**src/rtl/pp_pkg.sv**
```systemverilog
package pp_pkg;

    typedef enum logic [2:0] {
        OP_NOP     = 3'd0,
        OP_TXALLOC = 3'd1,
        OP_RESET   = 3'd2,
        OP_RXPOP   = 3'd3,
        OP_RXREL   = 3'd4,
        OP_REL     = 3'd5,
        OP_TXQ     = 3'd6,
        OP_TXCLR   = 3'd7
    } mmu_op_e;

    localparam int ST_RCV      = 0;
    localparam int ST_TX       = 1;
    localparam int ST_TXEMPTY  = 2;
    localparam int ST_ALLOC    = 3;

    localparam logic [7:0] ACK_CLEARABLE = 8'hD6;
    localparam logic [7:0] NONE_CODE     = 8'h80;

endpackage

```
**src/rtl/pp_lowfree.sv**
```systemverilog
module pp_lowfree #(
    parameter int N  = 4,
    parameter int IW = 2
) (
    input  logic [N-1:0]  free_i,
    output logic          vld_o,
    output logic [IW-1:0] idx_o
);
    always_comb begin
        vld_o = 1'b0;
        idx_o = '0;
        for (int i = N - 1; i >= 0; i--) begin
            if (free_i[i]) begin
                vld_o = 1'b1;
                idx_o = IW'(i);
            end
        end
    end
endmodule

```
**src/rtl/pp_queue.sv**
```systemverilog
module pp_queue #(
    parameter int DEPTH = 4,
    parameter int W     = 2
) (
    input  logic                         clk,
    input  logic                         rst_n,
    input  logic                         clr,
    input  logic                         push,
    input  logic [W-1:0]                 push_data,
    input  logic                         pop,
    output logic [W-1:0]                 head,
    output logic [$clog2(DEPTH+1)-1:0]   cnt,
    output logic [$clog2(DEPTH+1)-1:0]   cnt_next
);
    localparam int AW = (DEPTH > 1) ? $clog2(DEPTH) : 1;
    localparam int CW = $clog2(DEPTH + 1);

    typedef struct packed {
        logic [DEPTH-1:0][W-1:0] mem;
        logic [AW-1:0]           rd;
        logic [CW-1:0]           cnt;
    } q_state_t;

    q_state_t q_d, q_q;
    logic do_pop, do_push;
    int   wr_i;
    int   rd_i;

    always_comb begin
        q_d     = q_q;
        do_pop  = pop && (q_q.cnt != '0);
        do_push = push && ((int'(q_q.cnt) < DEPTH) || do_pop);
        wr_i    = (int'(q_q.rd) + int'(q_q.cnt)) % DEPTH;
        rd_i    = (int'(q_q.rd) + 1) % DEPTH;
        if (clr) begin
            q_d.rd  = '0;
            q_d.cnt = '0;
        end else begin
            if (do_push) q_d.mem[wr_i[AW-1:0]] = push_data;
            if (do_pop)  q_d.rd = rd_i[AW-1:0];
            q_d.cnt = q_q.cnt + CW'(do_push) - CW'(do_pop);
        end
    end

    always_ff @(posedge clk) begin
        if (!rst_n) q_q <= '0;
        else        q_q <= q_d;
    end

    assign head     = q_q.mem[q_q.rd];
    assign cnt      = q_q.cnt;
    assign cnt_next = q_d.cnt;


    pop_empty_chk: assert property (@(posedge clk) disable iff (!rst_n)
        (pop && q_q.cnt == '0 && !push && !clr) |=> (q_q.cnt == '0));


    no_overfill_chk: assert property (@(posedge clk) disable iff (!rst_n)
        int'(q_q.cnt) <= DEPTH);
endmodule

```
**src/rtl/pkt_page_mgr.sv**
```systemverilog
module pkt_page_mgr
    import pp_pkg::*;
#(
    parameter int NUM_PAGES = 4,
    parameter int PG_W      = $clog2(NUM_PAGES)
) (
    input  logic            clk,
    input  logic            rst_n,
    input  logic            cmd_we,
    input  logic [7:0]      cmd_byte,
    input  logic            pnum_we,
    input  logic [7:0]      pnum_byte,
    input  logic            ack_we,
    input  logic [7:0]      ack_byte,
    input  logic            mask_we,
    input  logic [7:0]      mask_byte,
    input  logic            tx_en,
    input  logic            auto_release,
    input  logic            rx_req,
    output logic            rx_ack,
    output logic            rx_ok,
    output logic [7:0]      rx_page,
    output logic            tx_send,
    output logic [PG_W-1:0] tx_page,
    output logic [7:0]      alloc_result,
    output logic [7:0]      done_head,
    output logic [7:0]      rx_head,
    output logic [7:0]      used_count,
    output logic [7:0]      mem_size,
    output logic [7:0]      irq_status,
    output logic [7:0]      irq_mask,
    output logic            irq
);
    localparam int CW = $clog2(NUM_PAGES + 1);

    typedef struct packed {
        logic [NUM_PAGES-1:0] alloc;
        logic                 pend;
        logic [7:0]           result;
        logic [7:0]           status;
        logic [7:0]           mask;
        logic [7:0]           pnum;
        logic                 tx_send;
        logic [PG_W-1:0]      tx_page;
        logic                 rx_ack;
        logic                 rx_ok;
        logic [7:0]           rx_page;
    } mgr_state_t;

    mgr_state_t s_d, s_q;

    mmu_op_e op;
    logic op_txalloc, op_reset, op_rxpop, op_rxrel, op_rel, op_txq, op_txclr;
    logic tx_try, tx_take, rx_take, drain;
    logic g0_vld, g1_vld;
    logic [PG_W-1:0] g0_idx, g1_idx, rx_idx, pnum_pg;
    logic [NUM_PAGES-1:0] free0, free1, rel_mask, set_mask;

    logic [PG_W-1:0] txq_head, doneq_head, rxq_head;
    logic [CW-1:0]   txq_cnt, txq_cnt_nx, doneq_cnt, doneq_cnt_nx, rxq_cnt, rxq_cnt_nx;
    logic txq_push, txq_pop, txq_clr, doneq_push, doneq_pop, rxq_pop;

    logic unused_bits;
    assign unused_bits = ^{cmd_byte[4:0], s_q.pnum};

    assign op         = mmu_op_e'(cmd_byte[7:5]);
    assign op_txalloc = cmd_we && op == OP_TXALLOC;
    assign op_reset   = cmd_we && op == OP_RESET;
    assign op_rxpop   = cmd_we && op == OP_RXPOP;
    assign op_rxrel   = cmd_we && op == OP_RXREL;
    assign op_rel     = cmd_we && op == OP_REL;
    assign op_txq     = cmd_we && op == OP_TXQ;
    assign op_txclr   = cmd_we && op == OP_TXCLR;
    assign pnum_pg    = s_q.pnum[PG_W-1:0];

    assign free0   = ~s_q.alloc;
    assign tx_try  = op_txalloc || (s_q.pend && !op_reset);
    assign tx_take = tx_try && g0_vld;
    assign free1   = free0 & ~(tx_take ? (NUM_PAGES'(1) << g0_idx) : '0);

    pp_lowfree #(.N(NUM_PAGES), .IW(PG_W)) u_low_tx (
        .free_i(free0), .vld_o(g0_vld), .idx_o(g0_idx));
    pp_lowfree #(.N(NUM_PAGES), .IW(PG_W)) u_low_rx (
        .free_i(free1), .vld_o(g1_vld), .idx_o(g1_idx));

    assign rx_take = rx_req && !op_reset && g1_vld;
    assign rx_idx  = g1_idx;
    assign drain   = tx_en && (txq_cnt != '0) && !op_reset && !op_txclr;

    assign txq_push   = op_txq;
    assign txq_pop    = drain;
    assign txq_clr    = op_reset || op_txclr;
    assign doneq_push = drain && !auto_release;
    assign doneq_pop  = ack_we && ack_byte[ST_TX];
    assign rxq_pop    = op_rxpop || op_rxrel;

    pp_queue #(.DEPTH(NUM_PAGES), .W(PG_W)) u_txq (
        .clk(clk), .rst_n(rst_n), .clr(txq_clr), .push(txq_push),
        .push_data(pnum_pg), .pop(txq_pop), .head(txq_head),
        .cnt(txq_cnt), .cnt_next(txq_cnt_nx));
    pp_queue #(.DEPTH(NUM_PAGES), .W(PG_W)) u_doneq (
        .clk(clk), .rst_n(rst_n), .clr(txq_clr), .push(doneq_push),
        .push_data(txq_head), .pop(doneq_pop), .head(doneq_head),
        .cnt(doneq_cnt), .cnt_next(doneq_cnt_nx));
    pp_queue #(.DEPTH(NUM_PAGES), .W(PG_W)) u_rxq (
        .clk(clk), .rst_n(rst_n), .clr(op_reset), .push(rx_take),
        .push_data(rx_idx), .pop(rxq_pop), .head(rxq_head),
        .cnt(rxq_cnt), .cnt_next(rxq_cnt_nx));

    always_comb begin
        s_d = s_q;

        rel_mask = '0;
        if (op_rel) rel_mask |= NUM_PAGES'(1) << pnum_pg;
        if (op_rxrel && rxq_cnt != '0) rel_mask |= NUM_PAGES'(1) << rxq_head;
        if (drain && auto_release) rel_mask |= NUM_PAGES'(1) << txq_head;
        set_mask = '0;
        if (tx_take) set_mask |= NUM_PAGES'(1) << g0_idx;
        if (rx_take) set_mask |= NUM_PAGES'(1) << rx_idx;

        if (op_reset) begin
            s_d.alloc  = '0;
            s_d.pend   = 1'b0;
            s_d.result = 8'h00;
        end else begin
            s_d.alloc = (s_q.alloc & ~rel_mask) | set_mask;
            if (tx_try) begin
                s_d.pend   = !tx_take;
                s_d.result = tx_take ? 8'(g0_idx) : NONE_CODE;
            end
        end

        if (op_txalloc) s_d.status[ST_ALLOC] = 1'b0;
        if (tx_take)    s_d.status[ST_ALLOC] = 1'b1;
        if (ack_we)     s_d.status = s_d.status & ~(ack_byte & ACK_CLEARABLE);
        if (rxq_pop)    s_d.status[ST_RCV] = (rxq_cnt_nx != '0);
        if (rx_take)    s_d.status[ST_RCV] = 1'b1;
        if (txq_cnt_nx == '0)   s_d.status[ST_TXEMPTY] = 1'b1;
        if (doneq_cnt_nx != '0) s_d.status[ST_TX] = 1'b1;

        if (mask_we) s_d.mask = mask_byte;
        if (pnum_we) s_d.pnum = pnum_byte;

        s_d.tx_send = drain;
        s_d.tx_page = txq_head;
        s_d.rx_ack  = rx_req;
        s_d.rx_ok   = rx_take;
        s_d.rx_page = rx_take ? 8'(rx_idx) : NONE_CODE;
    end

    always_ff @(posedge clk) begin
        if (!rst_n) begin
            s_q        <= '0;
            s_q.status <= 8'(1 << ST_TXEMPTY);
        end else begin
            s_q <= s_d;
        end
    end

    assign rx_ack       = s_q.rx_ack;
    assign rx_ok        = s_q.rx_ok;
    assign rx_page      = s_q.rx_page;
    assign tx_send      = s_q.tx_send;
    assign tx_page      = s_q.tx_page;
    assign alloc_result = s_q.result;
    assign done_head    = (doneq_cnt == '0) ? NONE_CODE : 8'(doneq_head);
    assign rx_head      = (rxq_cnt == '0) ? NONE_CODE : 8'(rxq_head);
    assign used_count   = 8'($countones(s_q.alloc));
    assign mem_size     = 8'(NUM_PAGES);
    assign irq_status   = s_q.status;
    assign irq_mask     = s_q.mask;
    assign irq          = |(s_q.status & s_q.mask);


    tx_empty_flag_chk: assert property (@(posedge clk) disable iff (!rst_n)
        (txq_cnt == '0) |-> s_q.status[ST_TXEMPTY]);


    done_flag_chk: assert property (@(posedge clk) disable iff (!rst_n)
        (doneq_cnt != '0) |-> s_q.status[ST_TX]);


    grant_free_chk: assert property (@(posedge clk) disable iff (!rst_n)
        tx_take |-> !s_q.alloc[g0_idx]);


    distinct_grant_chk: assert property (@(posedge clk) disable iff (!rst_n)
        (tx_take && rx_take) |-> (g0_idx != rx_idx));


    pending_retry_chk: assert property (@(posedge clk) disable iff (!rst_n)
        (s_q.pend && !(&s_q.alloc)) |=> !s_q.pend);


    reset_cmd_chk: assert property (@(posedge clk) disable iff (!rst_n)
        op_reset |=> (s_q.alloc == '0 && s_q.result == 8'h00 && !s_q.pend));
endmodule

```
**config.mk**
```make
export PLATFORM = sky130hd
export DESIGN_NAME = pkt_page_mgr
export DESIGN_NICKNAME = d
export VERILOG_FILES = /design/src/rtl/pp_pkg.sv /design/src/rtl/pp_lowfree.sv /design/src/rtl/pp_queue.sv /design/src/rtl/pkt_page_mgr.sv
export SDC_FILE = /design/constraint.sdc
export NUM_CORES = 1
export LEC_CHECK = 0
export BUFFER_PORTS_ARGS = -buffer_cell sky130_fd_sc_hd__buf_2
export CAP_MARGIN = 40
export CELL_PAD_IN_SITES_DETAIL_PLACEMENT = 1
export CELL_PAD_IN_SITES_GLOBAL_PLACEMENT = 1
export CORE_MARGIN = 4
export CORE_UTILIZATION = 35
export DETAILED_ROUTE_END_ITERATION = 8
export GPL_ROUTABILITY_DRIVEN = 0
export GPL_TIMING_DRIVEN = 0
export PLACE_DENSITY_LB_ADDON = 0.1
export SLEW_MARGIN = 25
export SYNTH_ARGS = -nofsm -noshare
export SYNTH_HDL_FRONTEND = slang
export SYNTH_SLANG_ARGS = --single-unit
```
**constraint.sdc**
```tcl
create_clock -name clk -period 4.7 [get_ports clk]
set_input_delay 0.235 -clock clk [delete_from_list [all_inputs] [get_ports clk]]
set_output_delay 0.235 -clock clk [all_outputs]
set_load 0.05 [all_outputs]
```
==> impl_summary.txt, run 1 <==
----------------------------------------------------
[Outcome]
  Outcome ... complete, no violations

[Setup path]
  Worst endpoint data arrival time ... ~4.2 ns
  Max stage delay cell, worst path ... sky130_fd_sc_hd__o21ai_0
  Combined buffer and inverter count along the critical path ... 3
  Largest stage delay, worst path ... approximately 0.57 ns
  Category of the most critical setup path ... reg -> reg
  Reg2Reg Depth ... 17
  Count of cell instances traversed by the critical path ... 17
  WP data required ... just under 5 ns
  Critical path fanouts, max ... 8
  Chain of cells forming the critical path ... clkbuf_1 > inv_1 > ha_1 > nor2_1 > nor2_1 > o21ai_0 > and2_4 > a21boi_0 > ha_1 > inv_1 > fa_1 > xor2_1 > xnor2_1 > nand4_1 > o22ai_1 > a21oi_1 > o21a_1
  Element type at the critical path start ... register
  Kind of cell with the highest combined delay on the critical path ... compound AO/OA/AOI/OAI gates
  Kind of capture point of the worst setup path ... register

[STA]
  Final Hold Viols ... 0
  Setup TNS ... 0 ns
  Setup slack of the critical path after layout ... between 0.7 and 0.8 ns
  Worst clock skew ... 0.00967 ns
  Worst slew slack as a fraction of its limit ... 51.5%
  RSZ-0062 raised after global routing ... false
  Tightest hold margin ... between 0.07 and 0.08 ns
  Number of failing setup endpoints in the final timing report ... 0
  Final Slew Violations ... 0
  Max Clock Freq ... 253 MHz
  Transition time at the pin with the least slew margin ... ~0.7 ns
  Shortest period the worst path allows ... 3.95 ns
  Crit share post-route ... 84.1%

[Floorplan]
  Vert. Die Dim ... 118 um
  Effective utilization at floorplan ... 36.3%
  I/O Pins ... between 100 and 150
  Floorplan die width ... 118 um
  DIE AREA ... roughly 14000 um^2
  Total core area ... 11600 um^2
  FP Rows ... 39

[Flow run]
  Max cap viols ... 0

[Global route]
  Residual overflow from global routing ... 0
  Via count of the first global-routing pass ... 3462
  GRT Resource Usage Total ... 16.3%
  Pin count of the biggest net entering global routing ... 13
  Number of antenna violations at the first check in global routing ... 0
  Global-route wire length before repair ... about 18000 um

[Clock network]
  CTS tree ... built
  Num CTS Buffers ... 9
  Clock Tree Buf Depth ... 2
  Number of cells upsized or downsized after cts ... 0
  Post CTS Setup Buffer Count ... 0
  Clock slew at reported path FFs ... 0.06 ns
  Root buffer cell ... sky130_fd_sc_hd__clkbuf_16
  Number of hold buffers added after cts ... 0
  Worst-Skew Late Latency ... 0.35 ns
  Number of clock sinks ... 71
  H-tree level count ... 3

[Synthesis]
  Synth area leader ... sky130_fd_sc_hd__dfxtp_1
  Compound-gate portion of the synthesized area ... 10.1%
  Number of synthesized flops with an enable pin ... 0
  Portion of the post-synthesis area used by sequential elements ... 33.7%
  Post-Synth Simple-Gate Area ... just over 20%
  Mean post-synth cell area ... 9.30 um^2
  Largest family of logic cells by synthesized area ... simple AND/OR/NAND/NOR gates
  Flop and latch count out of synthesis ... 71
  Distinct cells, synth ... 59
  Post-synth top area share ... 33.7%
  Top post-synthesis cells by area ... sky130_fd_sc_hd__dfxtp_1, sky130_fd_sc_hd__buf_4, sky130_fd_sc_hd__mux2i_1
  Leading register cell type out of synthesis ... sky130_fd_sc_hd__dfxtp_1
  Count of warnings emitted by yosys ... 0
  Adder and majority gate portion of the synthesized area ... 5.46%
  Area of the mapped netlist ... 4220 um^2
  Portion of netlist area occupied by mux cells ... 10.5%
  Async SR Flop Fraction ... 0%
  Xor/xnor cell area share of the yosys netlist ... 5.04%
  Number of instances in the synthesized netlist ... 454

[Detailed routing]
  Routed via count ... 3327
  Routed wire length ... 10900 um
  Drt first pass iters ... 4
  Count of antenna-violating nets left after detailed routing ... 0
  Post-detailed-route wirelength per cell ... about 15 um
  Residual DRC ... 0
  DR iter-0 viols ... 113
  Post-detailed-route via-to-cell ratio ... 4.73

[Placed design]
  Number of port buffers ... 58
  Pre-CTS setup slack ... 0.725 ns
  Final HPWL from detailed placement ... between 8000 and 9000 um

[Power]
  Leakage ... about 2.4 nW
  Peak supply drop ... 256 uV
  Total chip power ... about 2.1 mW
  Power per Cell Area ... 418 nW/um^2

[Min path]
  Min-Delay Path Class ... in -> reg
  Number of cells traversed by the worst hold path ... 2

[Final layout]
  Antenna diode instance count ... 0
  P&R area growth vs syn ... 21.4%
  Fraction of layout cells with a size suffix above 1 ... 27.0%
  Post-layout net count ... 612
  Final core occ ... 44.1%
  Count of fill cells added during filler insertion ... 1389

----------------------------------------------------
-- sequential cells by signal, indices dropped and copies added (netlist names), 3 cells and up --
register and count:
irq_mask 8, u_rxq.cnt 3, irq_status 7, u_doneq.cnt 3, u_doneq.q_q 10, u_txq.cnt 3, u_rxq.q_q 10, rx_page 3
u_txq.q_q 10, s_q 5
-- metrics by stage --
step | cell area (um^2) | std cells
3_3_place_gp | 4810 | 687
5_1_grt | 5120 | 703
3_5_place_dp | 4810 | 687
6_report | 5120 | 703
2_1_floorplan | 4340 | 486
4_1_cts | 5120 | 703
-- cell families (layout without fill, tap and decap cells) --
| logic type | count (synthesis) | after routing |
|---|---|---|
| other | 2 | 34 |
| flip-flops | 71 | 71 |
| AND/OR/NAND/NOR | 158 | 158 |
| adder cells (fa/ha/maj) | 16 | 16 |
| multiplexers | 38 | 38 |
| AO/OA/AOI/OAI | 52 | 52 |
| buffers and inverters | 96 | 170 |
| XOR/XNOR | 21 | 21 |
-- placed cells by master, fill, tap and decap left out, types with 6 or more instances in the layout --
master / instances
sky130_fd_sc_hd__dfxtp_1: 71
sky130_fd_sc_hd__buf_4: 58
sky130_fd_sc_hd__buf_2: 58
sky130_fd_sc_hd__nor2b_1: 39
sky130_fd_sc_hd__conb_1: 34
sky130_fd_sc_hd__mux2i_1: 32
sky130_fd_sc_hd__nand2_1: 31
sky130_fd_sc_hd__nor2_1: 25
sky130_fd_sc_hd__nand3_1: 20
sky130_fd_sc_hd__inv_1: 19
sky130_fd_sc_hd__clkbuf_1: 16
sky130_fd_sc_hd__xnor2_1: 13
sky130_fd_sc_hd__a21oi_1: 13
sky130_fd_sc_hd__ha_1: 12
sky130_fd_sc_hd__clkbuf_16: 9
sky130_fd_sc_hd__and2_1: 8
sky130_fd_sc_hd__and3_1: 7
sky130_fd_sc_hd__xor2_1: 6
-- cells in the mapped netlist, drive strengths merged (2+ instances only) --
master   count
nor2b       39
o21ai        4
and3b        3
a22oi        2
nand2b       3
nand4        2
inv         19
fa           4
o21a         3
clkbuf      15
a311oi       2
o22ai        2
a21boi       5
nor2        25
o2111ai      5
dfxtp       71
buf         62
and2         9
conb         2
nand2       32
nor3         5
mux2i       32
a21oi       13
o211ai       2
xnor2       13
and3         7
or3          4
nor3b        4
ha          12
a31oi        4
nand3       20
mux4         5
o31ai        2
xor2         6
a211oi       2
-- per-layer routing --
layer,vias to the layer above,GRT usage [%],wire (um)
met3,11,5.96,660
met1,1563,20.9,5230
li1,1658,-,-
met5,-,0,0
met4,0,4.32,134
met2,95,25.9,4840
-- final timing paths --
path	startpoint	endpoint	slack, ns
setup / recovery	s_q[47]$_SDFF_PP0_	irq_status[0]$_SDFFE_PN0P_	0.75
setup reg to reg	s_q[47]$_SDFF_PP0_	irq_status[0]$_SDFFE_PN0P_	0.75
hold reg to reg	alloc_result[0]$_SDFFE_PP0P_	alloc_result[0]$_SDFFE_PP0P_	0.46
hold / removal	ack_byte[6]	irq_status[6]$_SDFFE_PN0P_	0.07
-- area by class of cell --
cell class / count / area (um^2) / share of cell area (%)
buffer: 77 / 529 / 10.3
clock buffer: 10 / 229 / 4.47
clock inverter: 6 / 85.1 / 1.66
inverter: 19 / 71.3 / 1.39
multi-input combinational: 319 / 2320 / 45.3
sequential: 71 / 1420 / 27.7
tap: 143 / 179 / 3.49
timing repair buffer: 58 / 290 / 5.67
-- where the power goes --
part	leakage, nW	total, mW	internal (mW)	switching, mW
Combinational	1.63	0.709	0.256	0.453
Sequential	0.578	0.708	0.656	0.0523
Clock	0.148	0.727	0.463	0.264
(Power assumes the default switching activity.)
==> run 2: changes to the inputs <==
==> constraint.sdc (replaced) <==
create_clock -name clk -period 3.2 [get_ports clk]
set_input_delay 0.16 -clock clk [delete_from_list [all_inputs] [get_ports clk]]
set_output_delay 0.16 -clock clk [all_outputs]
set_load 0.05 [all_outputs]
==> impl_summary.txt, run 2 (same netlist as run 1, synthesis figures left out) <==
----------------------------------------------------
[Detailed routing]
  Count of antenna-violating nets left after detailed routing ... 0
  Length of routed met2 wiring ... 4790 um
  Drt first pass iters ... 5
  Routed via count ... around 3.4k
  Residual DRC ... 0
  Wire length on met3 ... 623 um
  Post-detailed-route wirelength per cell ... 15.0 um
  Post-Route M1 WL ... 5050 um
  Highest metal layer used by the detailed router ... met4
  Routed wire length ... around 11000 um
  Post-detailed-route via-to-cell ratio ... between 4 and 5
  DR iter-0 viols ... between 100 and 150

[Final layout]
  Antenna diode instance count ... 0
  Fraction of layout cells with a size suffix above 1 ... 30.3%
  Largest registers in the final layout ... u_doneq.q_q: 10 flops, u_rxq.q_q: 10 flops, u_txq.q_q: 10 flops
  P&R area growth vs syn ... 24.0%
  Count of fill cells added during filler insertion ... 1399
  Final core occ ... between 40% and 50%
  Post-layout net count ... 619
  Highest-count cells in the layout ignoring fill and taps ... sky130_fd_sc_hd__dfxtp_1, sky130_fd_sc_hd__buf_4, sky130_fd_sc_hd__buf_2
  Leading cell type in the layout, fill and taps excluded ... sky130_fd_sc_hd__dfxtp_1

[Clock network]
  Clock Tree Buf Depth ... 2
  Root buffer cell ... sky130_fd_sc_hd__clkbuf_16
  Worst-Skew Late Latency ... between 0.3 and 0.4 ns
  Clock slew at reported path FFs ... 0.05 ns
  H-tree level count ... 3
  CTS tree ... built
  Number of clock sinks ... 71
  Num CTS Buffers ... 9

[Setup path]
  Max stage delay cell, worst path ... sky130_fd_sc_hd__dfxtp_4
  Kind of capture point of the worst setup path ... register
  Element type at the critical path start ... register
  Worst endpoint data arrival time ... around 3.2 ns
  WP data required ... 3.43 ns
  Largest stage delay, worst path ... 0.36 ns
  Critical path fanouts, max ... 6
  Category of the most critical setup path ... reg -> reg
  Chain of cells forming the critical path ... nand2b_4 > o211a_4 > a311oi_4 > and2_4 > a21boi_2 > ha_1 > inv_1 > fa_2 > xor2_1 > xnor2_1 > nand4_1 > o22ai_1 > a21oi_1 > o21a_1

[STA]
  Crit share post-route ... 92.4%
  Transition time at the pin with the least slew margin ... 0.715 ns
  Final Hold Viols ... 0
  Max Clock Freq ... 338 MHz
  Shortest period the worst path allows ... ~3 ns
  RSZ-0062 raised after global routing ... false
  Setup TNS ... 0 ns
  Number of failing setup endpoints in the final timing report ... 0
  Worst clock skew ... 0.00517 ns
  Worst slew slack as a fraction of its limit ... 51.8%
  Final Slew Violations ... 0

[Flow run]
  Max cap viols ... 0

[Floorplan]
  Total core area ... 11600 um^2
  I/O Pins ... 111
  DIE AREA ... 13900 um^2
  Effective utilization at floorplan ... between 30% and 40%
  Floorplan die width ... 118 um
  FP Rows ... 39
  Vert. Die Dim ... 118 um

[Global route]
  GRT Resource Usage Total ... 16.1%
  Via count of the first global-routing pass ... 3576
  Number of antenna violations at the first check in global routing ... 0
  Pin count of the biggest net entering global routing ... 12
  Residual overflow from global routing ... 0
  Global-route wire length before repair ... roughly 18000 um

[Placed design]
  Final HPWL from detailed placement ... 8360 um
  Number of port buffers ... 58

[Power]
  Peak supply drop ... 295 uV
  Leakage ... 2.41 nW
  Seq pwr share ... 34.4%
  Internal ... slightly below 2 mW
  Fraction of power spent switching nets ... 36.2%
  Switching power ... 1.12 mW
  Combinational cell fraction of total power ... 34.2%
  Clock Power Share ... 31.4%
  Power per Cell Area ... 588 nW/um^2

[Min path]
  Min-Delay Path Class ... in -> reg

[Outcome]
  Outcome ... complete, no violations

----------------------------------------------------
run 2: path summary, 6_finish.rpt:
check | slack [ns] | depth (start not counted) | to | from
setup / recovery | 0.24 | 14 | irq_status[0]$_SDFFE_PN0P_ | s_q[45]$_SDFFE_PP0P_
hold / removal | 0.08 | 2 | rx_ack$_SDFF_PN0_ | rx_req
setup reg to reg | 0.24 | 14 | irq_status[0]$_SDFFE_PN0P_ | s_q[45]$_SDFFE_PP0P_
hold reg to reg | 0.45 | 2 | irq_status[4]$_SDFFE_PN0P_ | irq_status[4]$_SDFFE_PN0P_
run 2: worst max-delay path, delay by kind of cell (launching register included):
kind / cells / cell delay [ns]
buffers and inverters: 1 / 0.05
flip-flops: 1 / 0.36
XOR/XNOR: 2 / 0.37
adder cells (fa/ha/maj): 2 / 0.47
AND/OR/NAND/NOR: 3 / 0.52
AO/OA/AOI/OAI: 6 / 1.09
run 2: cell type report:
class | count | area (um^2) | area share (%)
Multi-Input combinational cell | 319 | 2370 | 45.3
Timing Repair Buffer | 67 | 365 | 6.98
Clock inverter | 3 | 15.0 | 0.287
Sequential cell | 71 | 1430 | 27.3
Clock buffer | 13 | 280 | 5.35
Buffer | 75 | 522 | 9.97
Inverter | 19 | 71.3 | 1.36
Tap cell | 143 | 179 | 3.42
run 2: repair_timing:
item	4_1_cts	5_1_grt
pin swaps	3	6
hold buffers	3	0
setup buffers	3	3
gates resized for setup	5	14
hold endpoints to repair	3	0
setup endpoints to repair	2	1
run 2: power groups by stage:
| stage | Sequential [mW] | Clock (mW) | Combinational (mW) |
|---|---|---|---|
| final | 1.06 | 0.966 | 1.05 |
| after global routing | 1.07 | 1.05 | 1.16 |
| after CTS | 1.05 | 1.00 | 1.06 |
| after detailed placement | 1.06 | 0 | 1.05 |
| after global placement | 1.06 | 0 | 1.02 |
| after floorplan | 1.05 | 0 | 0.849 |
run 2: through the flow:
step | setup slack (ns) | hold WS, ns | power, mW | cell area (um^2) | std cells
2_1_floorplan | -0.0736 | 0.247 | 1.90 | 4350 | 486
5_1_grt | 0.0436 | 0.0673 | 3.28 | 5240 | 710
3_3_place_gp | -0.651 | 0.342 | 2.09 | 4820 | 687
3_5_place_dp | -0.697 | 0.338 | 2.12 | 4820 | 687
4_1_cts | 0.0141 | 0.0608 | 3.11 | 5180 | 708
6_report | 0.243 | 0.0789 | 3.08 | 5240 | 710
run 2: layer usage:
metal,GRT usage [%],vias up
met2,25.4,103
li1,-,1678
met5,0,-
met3,4.90,13
met4,5.27,0
met1,21.2,1620
==> run 3: changes to the inputs <==
--- a/config.mk
+++ b/config.mk
@@ -11,10 +11,12 @@
 export CELL_PAD_IN_SITES_GLOBAL_PLACEMENT = 1
 export CORE_MARGIN = 4
 export CORE_UTILIZATION = 35
+export CTS_BUF_LIST = sky130_fd_sc_hd__clkbuf_16
 export DETAILED_ROUTE_END_ITERATION = 8
 export GPL_ROUTABILITY_DRIVEN = 0
 export GPL_TIMING_DRIVEN = 0
 export PLACE_DENSITY_LB_ADDON = 0.1
+export SKIP_LAST_GASP = 1
 export SLEW_MARGIN = 25
 export SYNTH_ARGS = -nofsm -noshare
 export SYNTH_HDL_FRONTEND = slang
==> impl_summary.txt, run 3 (same netlist as run 1, synthesis figures left out) <==
----------------------------------------------------
[Outcome]
  Outcome ... complete, no violations

[Final layout]
  Final cell count without fillers ... 711
  Antenna diode instance count ... 0
  Largest registers in the final layout ... u_doneq.q_q: 10 flops, u_rxq.q_q: 10 flops, u_txq.q_q: 10 flops
  P&R area growth vs syn ... 23.0%
  Fraction of layout cells with a size suffix above 1 ... 29.6%
  Leading cell type in the layout, fill and taps excluded ... sky130_fd_sc_hd__dfxtp_1
  Post-layout net count ... 620
  Highest-count cells in the layout ignoring fill and taps ... sky130_fd_sc_hd__dfxtp_1, sky130_fd_sc_hd__buf_4, sky130_fd_sc_hd__buf_2

[Detailed routing]
  Length of routed met2 wiring ... 4870 um
  Count of antenna-violating nets left after detailed routing ... 0
  Post-detailed-route via-to-cell ratio ... 4.78
  DR iter-0 viols ... 123
  Post-Route M1 WL ... around 5100 um
  Wire length on met3 ... roughly 600 um
  Routed via count ... 3401
  Drt first pass iters ... 4
  Post-detailed-route wirelength per cell ... 15.1 um
  Highest metal layer used by the detailed router ... met4
  Routed wire length ... 10700 um
  Residual DRC ... 0

[Global route]
  Global-route wire length before repair ... 18200 um
  GRT Resource Usage Total ... approximately 16%
  Number of antenna violations at the first check in global routing ... 0
  Pin count of the biggest net entering global routing ... 12
  Via count of the first global-routing pass ... 3586
  Residual overflow from global routing ... 0

[Power]
  Total chip power ... around 3.0 mW
  Clock Power Share ... 29.1%
  Leakage ... 2.39 nW
  Internal ... 1.86 mW
  Power per Cell Area ... 574 nW/um^2
  Fraction of power spent switching nets ... 37.5%
  Seq pwr share ... 35.5%
  Combinational cell fraction of total power ... 35.4%
  Peak supply drop ... 299 uV
  Switching power ... 1.12 mW

[Floorplan]
  Effective utilization at floorplan ... 36.3%
  Floorplan die width ... 118 um
  FP Rows ... 39
  Total core area ... 11600 um^2
  Vert. Die Dim ... around 120 um
  DIE AREA ... ~14000 um^2
  I/O Pins ... 111

[STA]
  Transition time at the pin with the least slew margin ... 0.698 ns
  RSZ-0062 raised after global routing ... false
  Max Clock Freq ... between 300 and 400 MHz
  Crit share post-route ... between 90 and 100%
  Worst clock skew ... 0.00471 ns
  Final Slew Violations ... 0
  Setup slack of the critical path after layout ... 0.225 ns
  Shortest period the worst path allows ... 2.97 ns
  Worst slew slack as a fraction of its limit ... 53.0%
  Final Hold Viols ... 0
  Number of failing setup endpoints in the final timing report ... 0

[Placed design]
  Final HPWL from detailed placement ... 8360 um
  Number of port buffers ... between 50 and 60
  Post-Place Cells ... between 600 and 700
  Pre-CTS setup slack ... -0.697 ns

[Clock network]
  H-tree level count ... 3
  Clock slew at reported path FFs ... 0.05 ns
  CTS tree ... built
  Num CTS Buffers ... 9
  Clock Tree Buf Depth ... 2
  Worst-Skew Late Latency ... 0.34 ns
  Root buffer cell ... sky130_fd_sc_hd__clkbuf_16
  Number of clock sinks ... between 70 and 80

[Flow run]
  Max cap viols ... 0

[Setup path]
  WP data required ... 3.43 ns
  Kind of capture point of the worst setup path ... register
  Element type at the critical path start ... register
  Category of the most critical setup path ... reg -> reg
  Reg2Reg Depth ... 14
  Critical path fanouts, max ... 6
  Worst endpoint data arrival time ... roughly 3.2 ns

[Min path]
  Number of cells traversed by the worst hold path ... 2
  Min-Delay Path Class ... in -> reg

----------------------------------------------------
-- run 3: routing by layer --
layer	GRT usage [%]	vias to the layer above
met5	0	-
met4	5.27	0
met3	4.90	13
met2	25.7	98
met1	21.3	1609
li1	-	1681
-- run 3: worst max-delay path: stages, from the launching register on --
cell                       delay [ns]
sky130_fd_sc_hd__dfxtp_4         0.37
sky130_fd_sc_hd__nand2b_4        0.16
sky130_fd_sc_hd__o211a_4         0.18
sky130_fd_sc_hd__a311oi_4        0.34
sky130_fd_sc_hd__and2_4          0.21
sky130_fd_sc_hd__a21boi_2        0.15
sky130_fd_sc_hd__ha_1            0.14
sky130_fd_sc_hd__inv_1           0.05
sky130_fd_sc_hd__fa_2            0.33
sky130_fd_sc_hd__xor2_1          0.16
sky130_fd_sc_hd__xnor2_1         0.21
sky130_fd_sc_hd__nand4_1         0.15
sky130_fd_sc_hd__o22ai_1         0.20
sky130_fd_sc_hd__a21oi_1         0.06
sky130_fd_sc_hd__o21a_1          0.16
-- run 3: final timing paths --
path / slack [ns] / from / end
min: 0.08 / rx_req / rx_ack$_SDFF_PN0_
max: 0.23 / s_q[45]$_SDFFE_PP0P_ / irq_status[0]$_SDFFE_PN0P_
max reg2reg: 0.23 / s_q[45]$_SDFFE_PP0P_ / irq_status[0]$_SDFFE_PN0P_
min reg2reg: 0.45 / irq_status[4]$_SDFFE_PN0P_ / irq_status[4]$_SDFFE_PN0P_
-- run 3: repair_timing --
action,CTS,global route
pin swaps,3,6
setup endpoints to repair,2,1
hold buffers,3,0
cloned,0,0
gates resized for setup,5,12
setup buffers,3,4
hold endpoints to repair,3,0
-- run 3: stage by stage --
step,setup TNS (ns),cell area (um^2),utilization [%],hold slack (ns)
floorplan,-0.0736,4350,-,0.247
global placement,-0.842,4820,41.5,0.342
detailed placement,-0.903,4820,41.5,0.338
CTS,0,5140,44.2,0.0608
global route,0,5190,44.7,0.0674
finish,0,5190,44.7,0.0786
-- run 3: layout make-up --
cell class,instances,area [um^2]
Fill cell,1402,6420
Timing Repair Buffer,68,373
Multi-Input combinational cell,319,2360
Buffer,75,522
Tap cell,143,179
Inverter,19,71.3
Sequential cell,71,1430
Clock inverter,7,30.0
Clock buffer,9,225
-- run 3: power by group through the flow --
stage | clock network, mW | registers, mW | logic [mW]
after floorplan | 0 | 1.05 | 0.849
after global placement | 0 | 1.06 | 1.02
after detailed placement | 0 | 1.06 | 1.05
after CTS | 0.904 | 1.05 | 1.06
after global routing | 0.943 | 1.07 | 1.16
final | 0.869 | 1.06 | 1.05
